`config.mk`:
```
export PLATFORM = sky130hd
export DESIGN_NAME = insn_len_decoder
export DESIGN_NICKNAME = d
export VERILOG_FILES = /design/src/rtl/insn_len_decoder.sv
export SDC_FILE = /design/constraint.sdc
export NUM_CORES = 1
export LEC_CHECK = 0
export CAP_MARGIN = 40
export CORE_MARGIN = 4
export CORE_UTILIZATION = 60
export DETAILED_ROUTE_END_ITERATION = 6
export PLACE_DENSITY = 0.89
export SETUP_SLACK_MARGIN = 0.2
export SKIP_LAST_GASP = 1
export SLEW_MARGIN = 15
export SYNTH_ARGS = -nofsm -noshare
export SYNTH_HDL_FRONTEND = slang
export SYNTH_SLANG_ARGS = --single-unit
```
`constraint.sdc`:
```
create_clock -name clk -period 4.9 [get_ports clk]
set_input_delay 1.225 -clock clk [delete_from_list [all_inputs] [get_ports clk]]
set_output_delay 1.225 -clock clk [all_outputs]
set_load 0.1 [all_outputs]
```
`src/rtl/insn_len_decoder.sv`:
```
module insn_len_decoder #(
  parameter int MAX_PFX = 4,
  parameter int MAX_LEN = 15,
  localparam int LW = $clog2(MAX_LEN + 2),
  localparam int PW = $clog2(MAX_PFX + 1)
) (
  input  logic          clk,
  input  logic          rst_n,
  input  logic          in_vld,
  input  logic [7:0]    in_byte,
  output logic          sop,
  output logic          eop,
  output logic [LW-1:0] len,
  output logic [PW-1:0] pfx_n,
  output logic          asz16,
  output logic          osz16,
  output logic          unk,
  output logic          err
);
  typedef enum logic [2:0] {S_PFX, S_OP2, S_MRM, S_SIB, S_DSP, S_IMM} st_t;

  st_t st, st_n;
  logic [LW-1:0] cnt;
  logic [PW-1:0] pfx;
  logic a16, o16;
  logic [2:0] rem, rem_n, imm_n, imm_nn, dsz, isz;
  logic [1:0] md, md_n;
  logic fin, bad, pfx_hit, unk_c, sib, opc;
  logic [3:0] c;

  // {unknown, mode byte, imm kind: 0 none, 1 imm8, 2 immZ}
  function automatic logic [3:0] cls(input logic two, input logic [7:0] op);
    logic [3:0] r;
    r = 4'b1000;
    if (two) begin
      if (op[7:4] == 4'h8) r = 4'b0010;
      else if (op == 8'hAF || op == 8'hB6 || op == 8'hB7) r = 4'b0100;
    end else if (op < 8'h40) begin
      case (op[2:0])
        3'd4: r = 4'b0001;
        3'd5: r = 4'b0010;
        3'd6, 3'd7: r = 4'b0000;
        default: r = 4'b0100;
      endcase
    end else if (op < 8'h60 || op[7:3] == 5'b10010 || op == 8'hC3 || op == 8'hF4) r = 4'b0000;
    else if (op[7:4] == 4'h7 || op == 8'hEB || op[7:3] == 5'b10110) r = 4'b0001;
    else if (op[7:3] == 5'b10111 || op == 8'hE8 || op == 8'hE9) r = 4'b0010;
    else if (op == 8'h80 || op == 8'h83 || op == 8'hC6) r = 4'b0101;
    else if (op == 8'h81 || op == 8'hC7) r = 4'b0110;
    else if ((op >= 8'h84 && op <= 8'h8B) || op == 8'h8D) r = 4'b0100;
    return r;
  endfunction

  wire is_pfx = (in_byte == 8'hF0) || (in_byte == 8'hF2) || (in_byte == 8'hF3) ||
                (in_byte == 8'h26) || (in_byte == 8'h2E) || (in_byte == 8'h36) ||
                (in_byte == 8'h3E) || (in_byte == 8'h64) || (in_byte == 8'h65) ||
                (in_byte == 8'h66) || (in_byte == 8'h67);
  wire [1:0] mo = in_byte[7:6];
  wire [2:0] rm = in_byte[2:0];

  assign c   = cls(st == S_OP2, in_byte);
  assign isz = (c[1:0] == 2'd1) ? 3'd1 : (c[1:0] == 2'd2) ? (o16 ? 3'd2 : 3'd4) : 3'd0;
  assign opc = (st == S_OP2) || (st == S_PFX && !is_pfx && in_byte != 8'h0F);

  always_comb begin
    sib = 1'b0;
    dsz = 3'd0;
    if (st == S_SIB) begin
      if (md == 2'd1) dsz = 3'd1;
      else if (md == 2'd2 || (md == 2'd0 && rm == 3'd5)) dsz = 3'd4;
    end else if (a16) begin
      if (mo == 2'd1) dsz = 3'd1;
      else if (mo == 2'd2 || (mo == 2'd0 && rm == 3'd6)) dsz = 3'd2;
    end else begin
      sib = (mo != 2'd3) && (rm == 3'd4);
      if (mo == 2'd1) dsz = 3'd1;
      else if (mo == 2'd2 || (mo == 2'd0 && rm == 3'd5)) dsz = 3'd4;
    end
  end

  always_comb begin
    st_n = st; rem_n = rem; imm_nn = imm_n; md_n = md;
    fin = 1'b0; bad = 1'b0; pfx_hit = 1'b0; unk_c = 1'b0;
    if (opc) begin
      if (c[3]) begin fin = 1'b1; unk_c = 1'b1; end
      else if (c[2]) begin st_n = S_MRM; imm_nn = isz; end
      else if (isz != 3'd0) begin st_n = S_IMM; rem_n = isz; end
      else fin = 1'b1;
    end else begin
      case (st)
        S_PFX: begin
          if (!is_pfx) st_n = S_OP2;
          else if (pfx == PW'(MAX_PFX)) bad = 1'b1;
          else pfx_hit = 1'b1;
        end
        S_MRM, S_SIB: begin
          if (sib && st == S_MRM) begin st_n = S_SIB; md_n = mo; end
          else if (dsz != 3'd0) begin st_n = S_DSP; rem_n = dsz; end
          else if (imm_n != 3'd0) begin st_n = S_IMM; rem_n = imm_n; end
          else fin = 1'b1;
        end
        S_DSP: begin
          if (rem != 3'd1) rem_n = rem - 3'd1;
          else if (imm_n != 3'd0) begin st_n = S_IMM; rem_n = imm_n; end
          else fin = 1'b1;
        end
        default: begin
          if (rem == 3'd1) fin = 1'b1;
          else rem_n = rem - 3'd1;
        end
      endcase
    end
    if (cnt == LW'(MAX_LEN)) bad = 1'b1;
    if (bad) begin fin = 1'b1; unk_c = 1'b0; end
  end

  always_ff @(posedge clk) begin
    if (!rst_n) begin
      st <= S_PFX; cnt <= '0; pfx <= '0; a16 <= 1'b0; o16 <= 1'b0;
      rem <= 3'd0; imm_n <= 3'd0; md <= 2'd0;
      sop <= 1'b0; eop <= 1'b0; unk <= 1'b0; err <= 1'b0;
      len <= '0; pfx_n <= '0; asz16 <= 1'b0; osz16 <= 1'b0;
    end else begin
      sop <= in_vld && (cnt == '0);
      eop <= in_vld && fin;
      unk <= in_vld && unk_c;
      err <= in_vld && bad;
      if (in_vld) begin
        if (fin) begin
          len <= cnt + 1'b1; pfx_n <= pfx; asz16 <= a16; osz16 <= o16;
          st <= S_PFX; cnt <= '0; pfx <= '0; a16 <= 1'b0; o16 <= 1'b0;
          rem <= 3'd0; imm_n <= 3'd0;
        end else begin
          st <= st_n; cnt <= cnt + 1'b1; rem <= rem_n; imm_n <= imm_nn; md <= md_n;
          if (pfx_hit) begin
            pfx <= pfx + 1'b1;
            if (in_byte == 8'h67) a16 <= 1'b1;
            if (in_byte == 8'h66) o16 <= 1'b1;
          end
        end
      end
    end
  end
endmodule

```
==> flow_summary.toml <==
[timing]
period_share = 0.8646
slew_violations = 0
hold_viol_final = 0
setup_violations = 0
period_minus_slack_ps = 4237
rsz0062_at_grt = "no"
tns_ps = 0
tightest_slew_ps = 660.3
slew_headroom = 0.5582
finalClockSkew_ps = 9.051
hold_ws_ps = 485.1
fmax_mhz = 236.0

[setup_path]
crit_chain = "clkdlybuf4s50_1 -> nor4_1 -> nor4b_1 -> o21ai_2 -> a211oi_2 -> o311a_1 -> nor2_4 -> a2111oi_4"
crit_arrival_ps = 4430
reg2reg_depth = 6
critical_path.max_fanout = 15
r2r_end = "pfx[0]"
crit_family = "compound AO/OA/AOI/OAI gates"
crit_buf_inv = 1
cp_slowest_cell = "clkdlybuf4s50_1"
required_ps = 5100
cpPeakStageDelay_ps = 600
start_kind = "primary input"
rrSetupSlack_ps = 1630
reg2reg_from = "st[0]"
path_class = "primary input to flip-flop"
crit_path_end_kind = "flip-flop"

[route]
first_pass_iters = 5
wire_per_inst_um = 20.20
ant_nets = 0
routed_via_density = 7.049
totalWireLength_um = 7900
num_vias = 2756
drc = 0
drt_iter0_markers = 384

[floorplan]
coreArea_um2 = 4058
die_w_um = 73.23
initial_core_util = 0.6290
die_h_um = 73.23
io_pins = 25
dieArea_um2 = 5362
fp-row-count = 23

[cells_and_area]
area.growth.synth_to_final_pct = 20.59
drive_gt1_frac = 0.1232
nets = 358
diodes = 0

[yosys]
synthTopCellsByArea = "dfxtp_1 27%, nor2_1 3.8%, ha_1 3.4%"
syn_inst = 311
synth_top_cell_area_share = 0.2745
yosysUniqueCellTypes = 74
ys_ff_latch = 35
ys_warn_count = 0
syn_area_um2 = 2552
synth_ff_type = "dfxtp_1"
synth_edf_count = 0
synth_common_cells = "35 x dfxtp_1, 26 x nor2_1, 20 x nand2_1"
ys_seq_area_frac = 0.2745
syn_nets = 329
synthArstFlopShare = 0
avgSynthCellArea_um2 = 8.207
synth_most_common_cell = "dfxtp_1"
synth_top_cell_by_area = "dfxtp_1"

[pwr]
combinationalPowerShare = 0.449
p_sw_w = 0.0004296
power.density_nw_per_um2 = 323.7
switching_share = 0.4311
p_int_w = 0.0005668
p_leak_nw = 1.115
power_frac_clock = 0.213
power_frac_seq = 0.337
peakVddDrop_uv = 294.6

[hold_path]
hold_end = "len[0]"
hold_depth = 1
hp-class = "flip-flop to flip-flop"
hp-start = "len[0]"

[global_route]
grt_max_degree = 22
grt_pass1_vias = 2671
grt_first_pass_wirelength_um = 13240
grt.total_usage = 0.3166
grt-ovfl-total = 0
antenna_found_initial = 0

[cts]
cts_setup_buffers = 0
cts_resized = 0
cts_tree = "done"
cts.root.buffer_cell = "clkbuf_8"
clock_latency_ps = 300
htree_levels = 2
numCtsBuffers = 5
cts_hold_buffers = 0
clockBufferDepth = 2
path_clk_slew_ps = 70
clock-sinks = 35

[flow_run]
max-cap-violations = 0

[placed_design]
portBuffers = 24
gp_congestion = 0.9224
dp_hpwl_um = 5474

[status]
outcome = "finished clean"
flip-flops by register name (all words and copies together), names as in the netlist:
register and count:
err 1, imm_n 3, o16 1, len 5, st 3, unk 1
osz16 1, cnt 5, a16 1, pfx 3, asz16 1, sop 1
eop 1, rem 3, pfx_n 3, md 2
layer usage:
layer / global-route usage / vias up / share of wire
li1: - / 1245 / -
met1: 0.3992 / 1268 / 0.40
met2: 0.5015 / 188 / 0.47
met3: 0.07163 / 55 / 0.087
met4: 0.1639 / 0 / 0.048
met5: 0 / - / 0
cell families after synthesis:
family                     count (synthesis)  synth area share
DFF                                       35            0.2745
adders and majority gates                  7           0.03431
xor gates and xnor gates                   5           0.01716
muxes                                      6           0.02402
AOI/OAI and AO/OA                         92            0.3079
and+or+nand+nor                          129            0.2765
buffers and inverters                     37           0.06568
worst max path at each step:
stage                          start     end  slack [ps]  cells after the start
after floorplan           in_byte[4]  len[0]        1510                     10
after global placement    in_byte[7]  cnt[2]         480                      8
after detailed placement  in_byte[2]  cnt[2]         550                      8
after CTS                 in_byte[2]  cnt[2]         760                      8
after global routing      in_byte[2]  cnt[2]         590                      8
final                     in_byte[2]  cnt[2]         660                      8
cells in the final DEF (no fill, tap or decap), types with 10 or more instances in the layout:
cell type,count
o21ai_0,10
dfxtp_1,35
nand3_1,13
nor2b_1,12
buf_8,14
clkdlybuf4s50_1,24
a21oi_1,14
nand2b_1,12
nor3_1,10
nor2_1,26
nand2_1,20
inv_1,15
per-stage QoR:
stage / setup WS (ps) / util / std cells / total power, W / instance area (um^2)
global placement: 481.9 / 0.6846 / 368 / 0.0007376 / 2778
detailed placement: 545.0 / 0.7376 / 383 / 0.0007734 / 2993
floorplan: 1509 / - / 311 / 0.0006813 / 2552
global route: 590.7 / 0.7586 / 391 / 0.001042 / 3078
finish: 663.3 / 0.7586 / 391 / 0.0009964 / 3078
CTS: 756.0 / 0.7586 / 391 / 0.0009780 / 3078
power by group through the flow:
stage	registers [W]	clock network, W	logic [W]
global placement	0.000339	0	0.000398
global route	0.000341	0.000225	0.000477
floorplan	0.000369	0	0.000312
CTS	0.000335	0.000207	0.000436
detailed placement	0.000341	0	0.000432
finish	0.000336	0.000212	0.000448
final cells by class:
cell class | instances | area, um^2
clock buffers | 6 | 72.57
multi-input cells | 239 | 1684
clock inverters | 2 | 12.51
repair buffers | 43 | 485.5
fillers | 261 | 979.7
inverters | 16 | 60.06
well taps | 50 | 62.56
flip-flops and latches | 35 | 700.7
(Power assumes the default switching activity.)
